==> src/rtl/mbox_pkg.sv <==
package mbox_pkg;

    typedef enum logic [2:0] {
        ACC_STAT,
        ACC_SET,
        ACC_CLR,
        ACC_ID,
        ACC_NONE
    } acc_kind_e;

    typedef enum logic {
        CH_QUIET,
        CH_RINGING
    } ch_state_e;

    // Identification bytes, indexed from the lowest ID word upward.
    function automatic logic [7:0] id_byte(input logic [3:0] idx);
        logic [7:0] v;
        unique case (idx)
            4'd0:    v = 8'h04;
            4'd4:    v = 8'h56;
            4'd5:    v = 8'hB8;
            4'd6:    v = 8'h0B;
            4'd8:    v = 8'h0D;
            4'd9:    v = 8'hF0;
            4'd10:   v = 8'h05;
            4'd11:   v = 8'hB1;
            default: v = 8'h00;
        endcase
        return v;
    endfunction

endpackage

==> src/rtl/mbox_decode.sv <==
module mbox_decode
    import mbox_pkg::*;
#(
    parameter int ADDR_W      = 12,
    parameter int NUM_CPU     = 2,
    parameter int CHAN_STRIDE = 16,
    parameter int ID_BASE     = 'hFD0,
    parameter int ID_WORDS    = 12,
    localparam int CPU_W      = (NUM_CPU > 1) ? $clog2(NUM_CPU) : 1,
    localparam int IDX_W      = $clog2(ID_WORDS)
) (
    input  logic [ADDR_W-1:0] addr_i,
    output acc_kind_e         kind_o,
    output logic [CPU_W-1:0]  cpu_o,
    output logic [IDX_W-1:0]  id_idx_o
);

    localparam int WORD_W   = ADDR_W - 2;
    localparam int STRIDE_W = CHAN_STRIDE / 4;
    localparam logic [WORD_W-1:0] ID_FIRST = WORD_W'(ID_BASE / 4);
    localparam logic [WORD_W-1:0] ID_LAST  = WORD_W'(ID_BASE / 4 + ID_WORDS - 1);

    logic [WORD_W-1:0] word;
    logic [1:0]        unused_byte_lane;
    logic [WORD_W-1:0] id_off;

    assign word             = addr_i[ADDR_W-1:2];
    assign unused_byte_lane = addr_i[1:0];
    assign id_off           = word - ID_FIRST;

    always_comb begin
        kind_o   = ACC_NONE;
        cpu_o    = '0;
        id_idx_o = '0;
        for (int c = 0; c < NUM_CPU; c++) begin
            if (word == WORD_W'(c * STRIDE_W)) begin
                kind_o = ACC_STAT;
                cpu_o  = CPU_W'(c);
            end else if (word == WORD_W'(c * STRIDE_W + 1)) begin
                kind_o = ACC_SET;
                cpu_o  = CPU_W'(c);
            end else if (word == WORD_W'(c * STRIDE_W + 2)) begin
                kind_o = ACC_CLR;
                cpu_o  = CPU_W'(c);
            end
        end
        if (word >= ID_FIRST && word <= ID_LAST) begin
            kind_o   = ACC_ID;
            id_idx_o = id_off[IDX_W-1:0];
        end
    end

endmodule

==> src/rtl/mbox_channel.sv <==
module mbox_channel
    import mbox_pkg::*;
#(
    parameter int BELL_W = 4
) (
    input  logic              clk_i,
    input  logic              rst_ni,
    input  logic              set_en_i,
    input  logic              clr_en_i,
    input  logic [BELL_W-1:0] bits_i,
    output logic [BELL_W-1:0] status_o,
    output logic              irq_o
);

    ch_state_e         state_q, state_d;
    logic [BELL_W-1:0] pend_q, pend_d;

    // state register
    always_ff @(posedge clk_i or negedge rst_ni) begin
        if (!rst_ni) begin
            state_q <= CH_QUIET;
            pend_q  <= '0;
        end else begin
            state_q <= state_d;
            pend_q  <= pend_d;
        end
    end

    // next state: RING and DRAIN transitions
    always_comb begin
        state_d = state_q;
        pend_d  = pend_q;
        if (set_en_i)      pend_d = pend_q | bits_i;
        else if (clr_en_i) pend_d = pend_q & ~bits_i;
        unique case (state_q)
            CH_QUIET:   if (set_en_i && (|bits_i)) state_d = CH_RINGING;
            CH_RINGING: if (clr_en_i && ((pend_q & ~bits_i) == '0)) state_d = CH_QUIET;
            default:    state_d = CH_QUIET;
        endcase
    end

    // outputs
    always_comb begin
        status_o = pend_q;
        irq_o    = (state_q == CH_RINGING);
    end


    set_keeps_bits_chk: assert property (@(posedge clk_i) disable iff (!rst_ni)
        set_en_i |=> ((status_o & $past(bits_i)) == $past(bits_i)));


    clr_drops_bits_chk: assert property (@(posedge clk_i) disable iff (!rst_ni)
        (clr_en_i && !set_en_i) |=> ((status_o & $past(bits_i)) == '0));


    irq_level_chk: assert property (@(posedge clk_i) disable iff (!rst_ni)
        irq_o == (status_o != '0));


    idle_hold_chk: assert property (@(posedge clk_i) disable iff (!rst_ni)
        (!set_en_i && !clr_en_i) |=> $stable(status_o));

endmodule

==> src/rtl/doorbell_mbox.sv <==
module doorbell_mbox
    import mbox_pkg::*;
#(
    parameter int ADDR_W      = 12,
    parameter int DATA_W      = 32,
    parameter int NUM_CPU     = 2,
    parameter int BELL_W      = 4,
    parameter int CHAN_STRIDE = 16,
    parameter int ID_BASE     = 'hFD0,
    parameter int ID_WORDS    = 12
) (
    input  logic              clk_i,
    input  logic              rst_ni,
    input  logic              rd_en_i,
    input  logic              wr_en_i,
    input  logic [ADDR_W-1:0] addr_i,
    input  logic [DATA_W-1:0] wdata_i,
    output logic [DATA_W-1:0] rdata_o,
    output logic              err_o,
    output logic [NUM_CPU-1:0] irq_o
);

    localparam int CPU_W = (NUM_CPU > 1) ? $clog2(NUM_CPU) : 1;
    localparam int IDX_W = $clog2(ID_WORDS);

    acc_kind_e         kind;
    logic [CPU_W-1:0]  cpu;
    logic [IDX_W-1:0]  id_idx;
    logic [BELL_W-1:0] bell_bits;
    logic [DATA_W-BELL_W-1:0] unused_wdata_hi;
    logic [BELL_W-1:0] stat_w [NUM_CPU];

    logic [DATA_W-1:0] rdata_d, rdata_q;
    logic              rd_bad, wr_bad, err_q;

    assign bell_bits       = wdata_i[BELL_W-1:0];
    assign unused_wdata_hi = wdata_i[DATA_W-1:BELL_W];

    mbox_decode #(
        .ADDR_W     (ADDR_W),
        .NUM_CPU    (NUM_CPU),
        .CHAN_STRIDE(CHAN_STRIDE),
        .ID_BASE    (ID_BASE),
        .ID_WORDS   (ID_WORDS)
    ) decode_i (
        .addr_i  (addr_i),
        .kind_o  (kind),
        .cpu_o   (cpu),
        .id_idx_o(id_idx)
    );

    for (genvar c = 0; c < NUM_CPU; c++) begin : g_chan
        logic hit;
        assign hit = wr_en_i && (cpu == CPU_W'(c));
        mbox_channel #(
            .BELL_W(BELL_W)
        ) chan_i (
            .clk_i   (clk_i),
            .rst_ni  (rst_ni),
            .set_en_i(hit && (kind == ACC_SET)),
            .clr_en_i(hit && (kind == ACC_CLR)),
            .bits_i  (bell_bits),
            .status_o(stat_w[c]),
            .irq_o   (irq_o[c])
        );
    end

    // read mux and direction-rule check
    always_comb begin
        rdata_d = '0;
        rd_bad  = 1'b0;
        wr_bad  = 1'b0;
        unique case (kind)
            ACC_STAT: begin
                if (rd_en_i) rdata_d = DATA_W'(stat_w[cpu]);
                wr_bad = wr_en_i;
            end
            ACC_SET, ACC_CLR: rd_bad = rd_en_i;
            ACC_ID: begin
                if (rd_en_i) rdata_d = DATA_W'(id_byte(4'(id_idx)));
                wr_bad = wr_en_i;
            end
            default: begin
                rd_bad = rd_en_i;
                wr_bad = wr_en_i;
            end
        endcase
    end

    always_ff @(posedge clk_i or negedge rst_ni) begin
        if (!rst_ni) begin
            rdata_q <= '0;
            err_q   <= 1'b0;
        end else begin
            rdata_q <= rdata_d;
            err_q   <= rd_bad || wr_bad;
        end
    end

    assign rdata_o = rdata_q;
    assign err_o   = err_q;


    unmapped_err_chk: assert property (@(posedge clk_i) disable iff (!rst_ni)
        ((rd_en_i || wr_en_i) && kind == ACC_NONE) |=> (err_o && rdata_o == '0));


    wo_read_zero_chk: assert property (@(posedge clk_i) disable iff (!rst_ni)
        (rd_en_i && (kind == ACC_SET || kind == ACC_CLR)) |=> (rdata_o == '0 && err_o));


    idle_rdata_chk: assert property (@(posedge clk_i) disable iff (!rst_ni)
        !rd_en_i |=> (rdata_o == '0));


    id_upper_zero_chk: assert property (@(posedge clk_i) disable iff (!rst_ni)
        (rd_en_i && !wr_en_i && kind == ACC_ID) |=> (rdata_o[DATA_W-1:8] == '0 && !err_o));

endmodule

==> config.mk <==
export PLATFORM = sky130hd
export DESIGN_NAME = doorbell_mbox
export DESIGN_NICKNAME = d
export VERILOG_FILES = /design/src/rtl/mbox_pkg.sv /design/src/rtl/mbox_decode.sv /design/src/rtl/mbox_channel.sv /design/src/rtl/doorbell_mbox.sv
export SDC_FILE = /design/constraint.sdc
export NUM_CORES = 1
export LEC_CHECK = 0
export ABC_AREA = 1
export BUFFER_PORTS_ARGS = -buffer_cell sky130_fd_sc_hd__buf_2
export CORE_AREA = 2 2 69 71
export CTS_BUF_LIST = sky130_fd_sc_hd__clkbuf_2
export CTS_CLUSTER_DIAMETER = 120
export DETAILED_ROUTE_END_ITERATION = 10
export DIE_AREA = 0 0 71 73
export GPL_TIMING_DRIVEN = 0
export HOLD_SLACK_MARGIN = 0.08
export SLEW_MARGIN = 10
export SYNTH_ARGS = -nofsm -noshare
export SYNTH_HDL_FRONTEND = slang
export SYNTH_SLANG_ARGS = --single-unit
==> constraint.sdc <==
create_clock -name clk_i -period 1.2 [get_ports clk_i]
set_input_delay 0.06 -clock clk_i [delete_from_list [all_inputs] [get_ports clk_i]]
set_output_delay 0.06 -clock clk_i [all_outputs]
set_load 0.03 [all_outputs]
; ---- Word-level counts from Yosys, hierarchy flattened
; Memory sizes are Yosys's and may differ from the RTL's.
; Index checks and enable logic that the tools add are counted.
[word_totals]
mem_bits_rw = 0
out_inout_bits = 35
rom_bits = 128
memories = 1
ff_bits = 43
latchBits = 0
elab_cells = 78
[mem_list]
columns = memory, depth, word_bits, read_ports, rd_ports_with_merged_regs, write_ports, line
row1 = (name not given), 16, 8, 1, 0, 0, mbox_pkg.sv:19  ; unique case (idx)
[op_classes]
div = 0
reduce_logical = 21
shift = 0
n_lt_le_gt_ge = 3
n_bitwise = 9
mul = 0
mux = 29
n_eq_ne = 8
n_addsub = 1
[op_table]
columns = cell, n
row1 = $pmux W32 S2, 1
row2 = $mux W4, 9
row3 = $eq A10 B3 Y1 const B, 3
row4 = $mux W3, 7
row5 = $logic_and A1 B1 Y1, 11
row6 = $eq A10 B1 Y1 const B, 1
row7 = $eq A10 B2 Y1 const B, 1
row8 = $ge A10 B10 Y1 const B, 1
row9 = $le A10 B10 Y1 const B, 1
row10 = $logic_not A10 Y1, 1
row11 = $mux W1, 9
row12 = $and A4 B4 Y4, 2
row13 = $logic_not A4 Y1, 2
row14 = $mux W8, 1
row15 = $or A4 B4 Y4, 2
row16 = $eq A3 B2 Y1 const B, 2
row17 = $not A4 Y4, 1
row18 = $pmux W1 S2, 2
row19 = $reduce_bool A2 Y1, 2
row20 = $reduce_or A2 Y1, 2
row21 = $reduce_or A4 Y1, 1
row22 = $sub A4 B3 Y4 const B, 1
row23 = $eq A3 B1 Y1 const B, 1
row24 = $logic_not A3 Y1, 1
row25 = 4 further kinds, 6

; ---- Depth between registers and ports, before layout
[depth]
depth_word = 13
ltp_mapped = 12
depth_no_buf = 12

; ---- Modules after synthesis
; From an unflattened synthesis, not the netlist that was laid out.
[hier_totals]
cells_unflattened = 217
area_unflattened_um2 = 1485.2
[by_module_without_submodules]
columns = mod, cells_per_inst, instances, seq_area_each_um2, area_each_um2
row1 = doorbell_mbox, 106, 1, 200.2, 749.5
row2 = mbox_channel, 31, 2, 125.1, 236.5
row3 = mbox_decode, 49, 1, 0.0, 262.8

; ---- Worst setup path after synthesis
; No wires, ideal clock.
[synth_timing]
kind = in2reg
start = input addr_i[4]
end = register rdata_q[3] (netlist: rdata_o[3])
required_ns = 1.083
setup_ns = 0.117
arrival_ns = 1.423
path_stages = 11
n_path_buf = 0
setup_slack_ns = -0.340
cell_sequence = clkinv_1 -> ha_1 -> nand2_1 -> nand3_1 -> nor2_1 -> inv_1 -> ha_1 -> nand3_1 -> nand2_1 -> nand3_1 -> nand2_1
[synth_between]
elab_chain_cells = 10
[synth_rtl]
columns = item, line
row1 = "start, declared", doorbell_mbox.sv:16  ; input logic [ADDR_W-1:0] addr_i,
row2 = "parallel branches: the longest is 9 deep, another holds $ge A10 B10 Y1", n/a
row3 = $pmux W32 S2 *, doorbell_mbox.sv:73  ; unique case (kind)
row4 = net rdata_d[3], doorbell_mbox.sv:33  ; logic [DATA_W-1:0] rdata_d, rdata_q;
row5 = "end signal, assigned", doorbell_mbox.sv:95  ; rdata_q <= rdata_d;
row6 = "end, declared", doorbell_mbox.sv:33
; Mark *: on every way through the listed nets, which the timed path passes. The select of a mux whose other input is x is not followed.
; A chain may end at the register's enable or synchronous reset.

; ---- Worst setup path in the final report
[layout_timing]
start = input addr_i[5]
end = register rdata_q[3] (netlist: rdata_o[3])
; The elaborated chain is that of the path after synthesis.

==> impl_metrics.json <==
{
  "diodes": 0,
  "nets": 328,
  "cts_max_level": 1,
  "grt_pass1_vias": 1296,
  "timing.final.crit_share_pct": 98.7,
  "std_cell_rows": 25,
  "report.final.slew_viol_count": 0,
  "gp_congestion": 0.867,
  "cts_root_buf": "clkbuf_2",
  "antenna_found_initial": 0,
  "p_leak_nw": 1.12,
  "synth.distinct_cells": 27,
  "syn_avg_cell_area_sq_um": 7.22,
  "fin_crit_ps": 1180,
  "ant_nets": 0,
  "ys_dominant_reg_cell": "dfrtp_1",
  "dp_hpwl_um": 2600,
  "setup_viol": 0,
  "numClockSinks": 18,
  "clk_pin_slew_ps": 180,
  "min_path_cells": 3,
  "initial_core_util_pct": 32.9,
  "vias_per_cell": 4.20,
  "overflow": 0,
  "drv_cap": 0,
  "busiest_layer": "met2",
  "ys_seq_area_share_pct": 30.2,
  "rsz0062_at_grt": "yes",
  "hold_viol": 0,
  "clk_path_buf_depth": 2,
  "syn_inst": 207,
  "syn_area_sq_mm": 0.00149,
  "power_density_mw_per_mm2": 641,
  "critical_path_arrival_ps": 1410,
  "fp.coreArea_sq_mm": 0.00454,
  "grt_use_met3_pct": 1.38,
  "use_met2_pct": 22.4,
  "grt_pass1_wl_um": 5610,
  "vias": 1368,
  "post_drt_wl_per_cell_um": 9.90,
  "required_ps": 1420,
  "die_y_um": 73,
  "cp_max_fo": 5,
  "fillers": 472,
  "r2r_cells": 6,
  "port_buffers": 27,
  "layout_common_cells": "nand2_1, buf_4, buf_2",
  "syn_to_final_growth_pct": 31.7,
  "dieArea_sq_mm": 0.00518,
  "peakVddDrop_v": 0.000220,
  "fin_ws_ps": 16.2,
  "fmax_ghz": 0.845,
  "drt_iter0_drc": 112,
  "use_met1_pct": 17.9,
  "finalWirelength_um": 3230,
  "drc": 0,
  "status": "finished clean",
  "drive_gt1_share_pct": 32.0,
  "synth_edf_count": 0,
  "fin_skew_ps": 9.24,
  "yosys_warnings": 0,
  "startpoint_type": "input pin",
  "grt_start_max_net_pins": 19,
  "end_kind": "register",
  "synthArstFlopShare_pct": 100,
  "cts_tree": "yes",
  "final_common_cell": "nand2_1",
  "io_pins": 83,
  "detailedPlace.worstSlack_ps": -438,
  "hold_path_class": "in -> reg",
  "cts_made_buffers": 3,
  "first_pass_iters": 4,
  "criticalPathCategory": "in -> reg",
  "ys_ff_latch": 18,
  "worstSkewPairLatency_ps": 310,
  "fp.dieW_um": 71,
  "tns_ps": 0,
  "track_usage_pct": 13.3
}
## repair_timing
action                                 in CTS  in global routing
buffers inserted                            2                  2
pin swaps                                   0                  3
endpoints found under the hold margin      33                  0
hold buffers                                7                  0
setup endpoints to repair                   2                  5
resized for setup                           3                  5
## worst paths after layout
check	from	end	slack (ps)
max	addr_i[5]	rdata_o[3]	20
min	wr_en_i	register	120
max reg2reg	register	g_chan[0].chan_i.irq_o	190
min reg2reg	register	register	520
max in group asynchronous	rst_ni	rdata_o[5]	740
min in group asynchronous	rst_ni	asynchronous set/reset pin	170
## routing by layer
layer | part of all wire [%] | vias to the layer above | routed length (um)
li1 | - | 743 | -
met1 | 46 | 585 | 1500
met2 | 47 | 35 | 1530
met3 | 4.7 | 5 | 152
met4 | 1.5 | 0 | 48
met5 | 0 | - | 0
## layout make-up
class	instances	area [sq um]	area share, %
timing repair buffer	38	235	12.0
multi-input combinational	153	856	43.5
sequential	18	450	22.9
clock buffer	3	15.0	0.763
buffer	29	218	11.1
clock inverter	1	3.75	0.191
inverter	30	123	6.23
tap	54	67.6	3.43
## per-stage QoR
step                power (W)  area [sq um]  utilization (%)  hold WS [ps]  std cells
global route          0.00133          1970             43.4           112        326
detailed placement   0.000972          1820             40.1          18.0        311
CTS                   0.00125          1940             42.8           126        324
finish                0.00126          1970             43.4           119        326
floorplan            0.000893          1620                -          -236        230
global placement     0.000971          1820             40.1          9.74        311
## where the power goes
part / leakage, nW / switching (W) / internal, W / total (W)
Combinational: 0.864 / 0.000242 / 0.000131 / 0.000373
Clock: 0.0140 / 0.000197 / 0.0000724 / 0.000270
Sequential: 0.237 / 0.00000407 / 0.000614 / 0.000618
## synth_stat cells (3+ instances only)
library cell	count	area [sq um]
a21oi_1	5	25.0
buf_4	27	203
o21ai_1	11	55.1
nor2_1	17	63.8
o21ai_0	3	15.0
dfrtp_1	18	450
nand4_1	10	62.6
ha_1	7	87.6
nand3_1	10	50.1
nand2_2	4	25.0
nand2_1	44	165
inv_1	28	105
o211ai_1	4	30.0
nor2_4	3	33.8
## worst max-delay path, stage by stage
cell,delay [ps]
buf_2,120
inv_6,60
ha_4,150
nand2_1,60
nand2_2,90
nand3_4,100
nor2_4,150
inv_2,60
ha_1,290
nand3_1,80
nand2_1,50
nand3_1,80
nand2_1,50
## logic make-up (layout without fill, tap and decap cells)
kind of cell / Yosys count / after routing / share of synthesized area, %
other: 1 / 24 / 0.251
AOI/OAI and AO/OA: 26 / 26 / 9.88
adders and majority gates: 7 / 7 / 5.86
buffers and inverters: 59 / 101 / 22.1
DFF: 18 / 18 / 30.2
and+or+nand+nor: 96 / 96 / 31.7
Note: power is estimated with default switching activity, not from simulation.
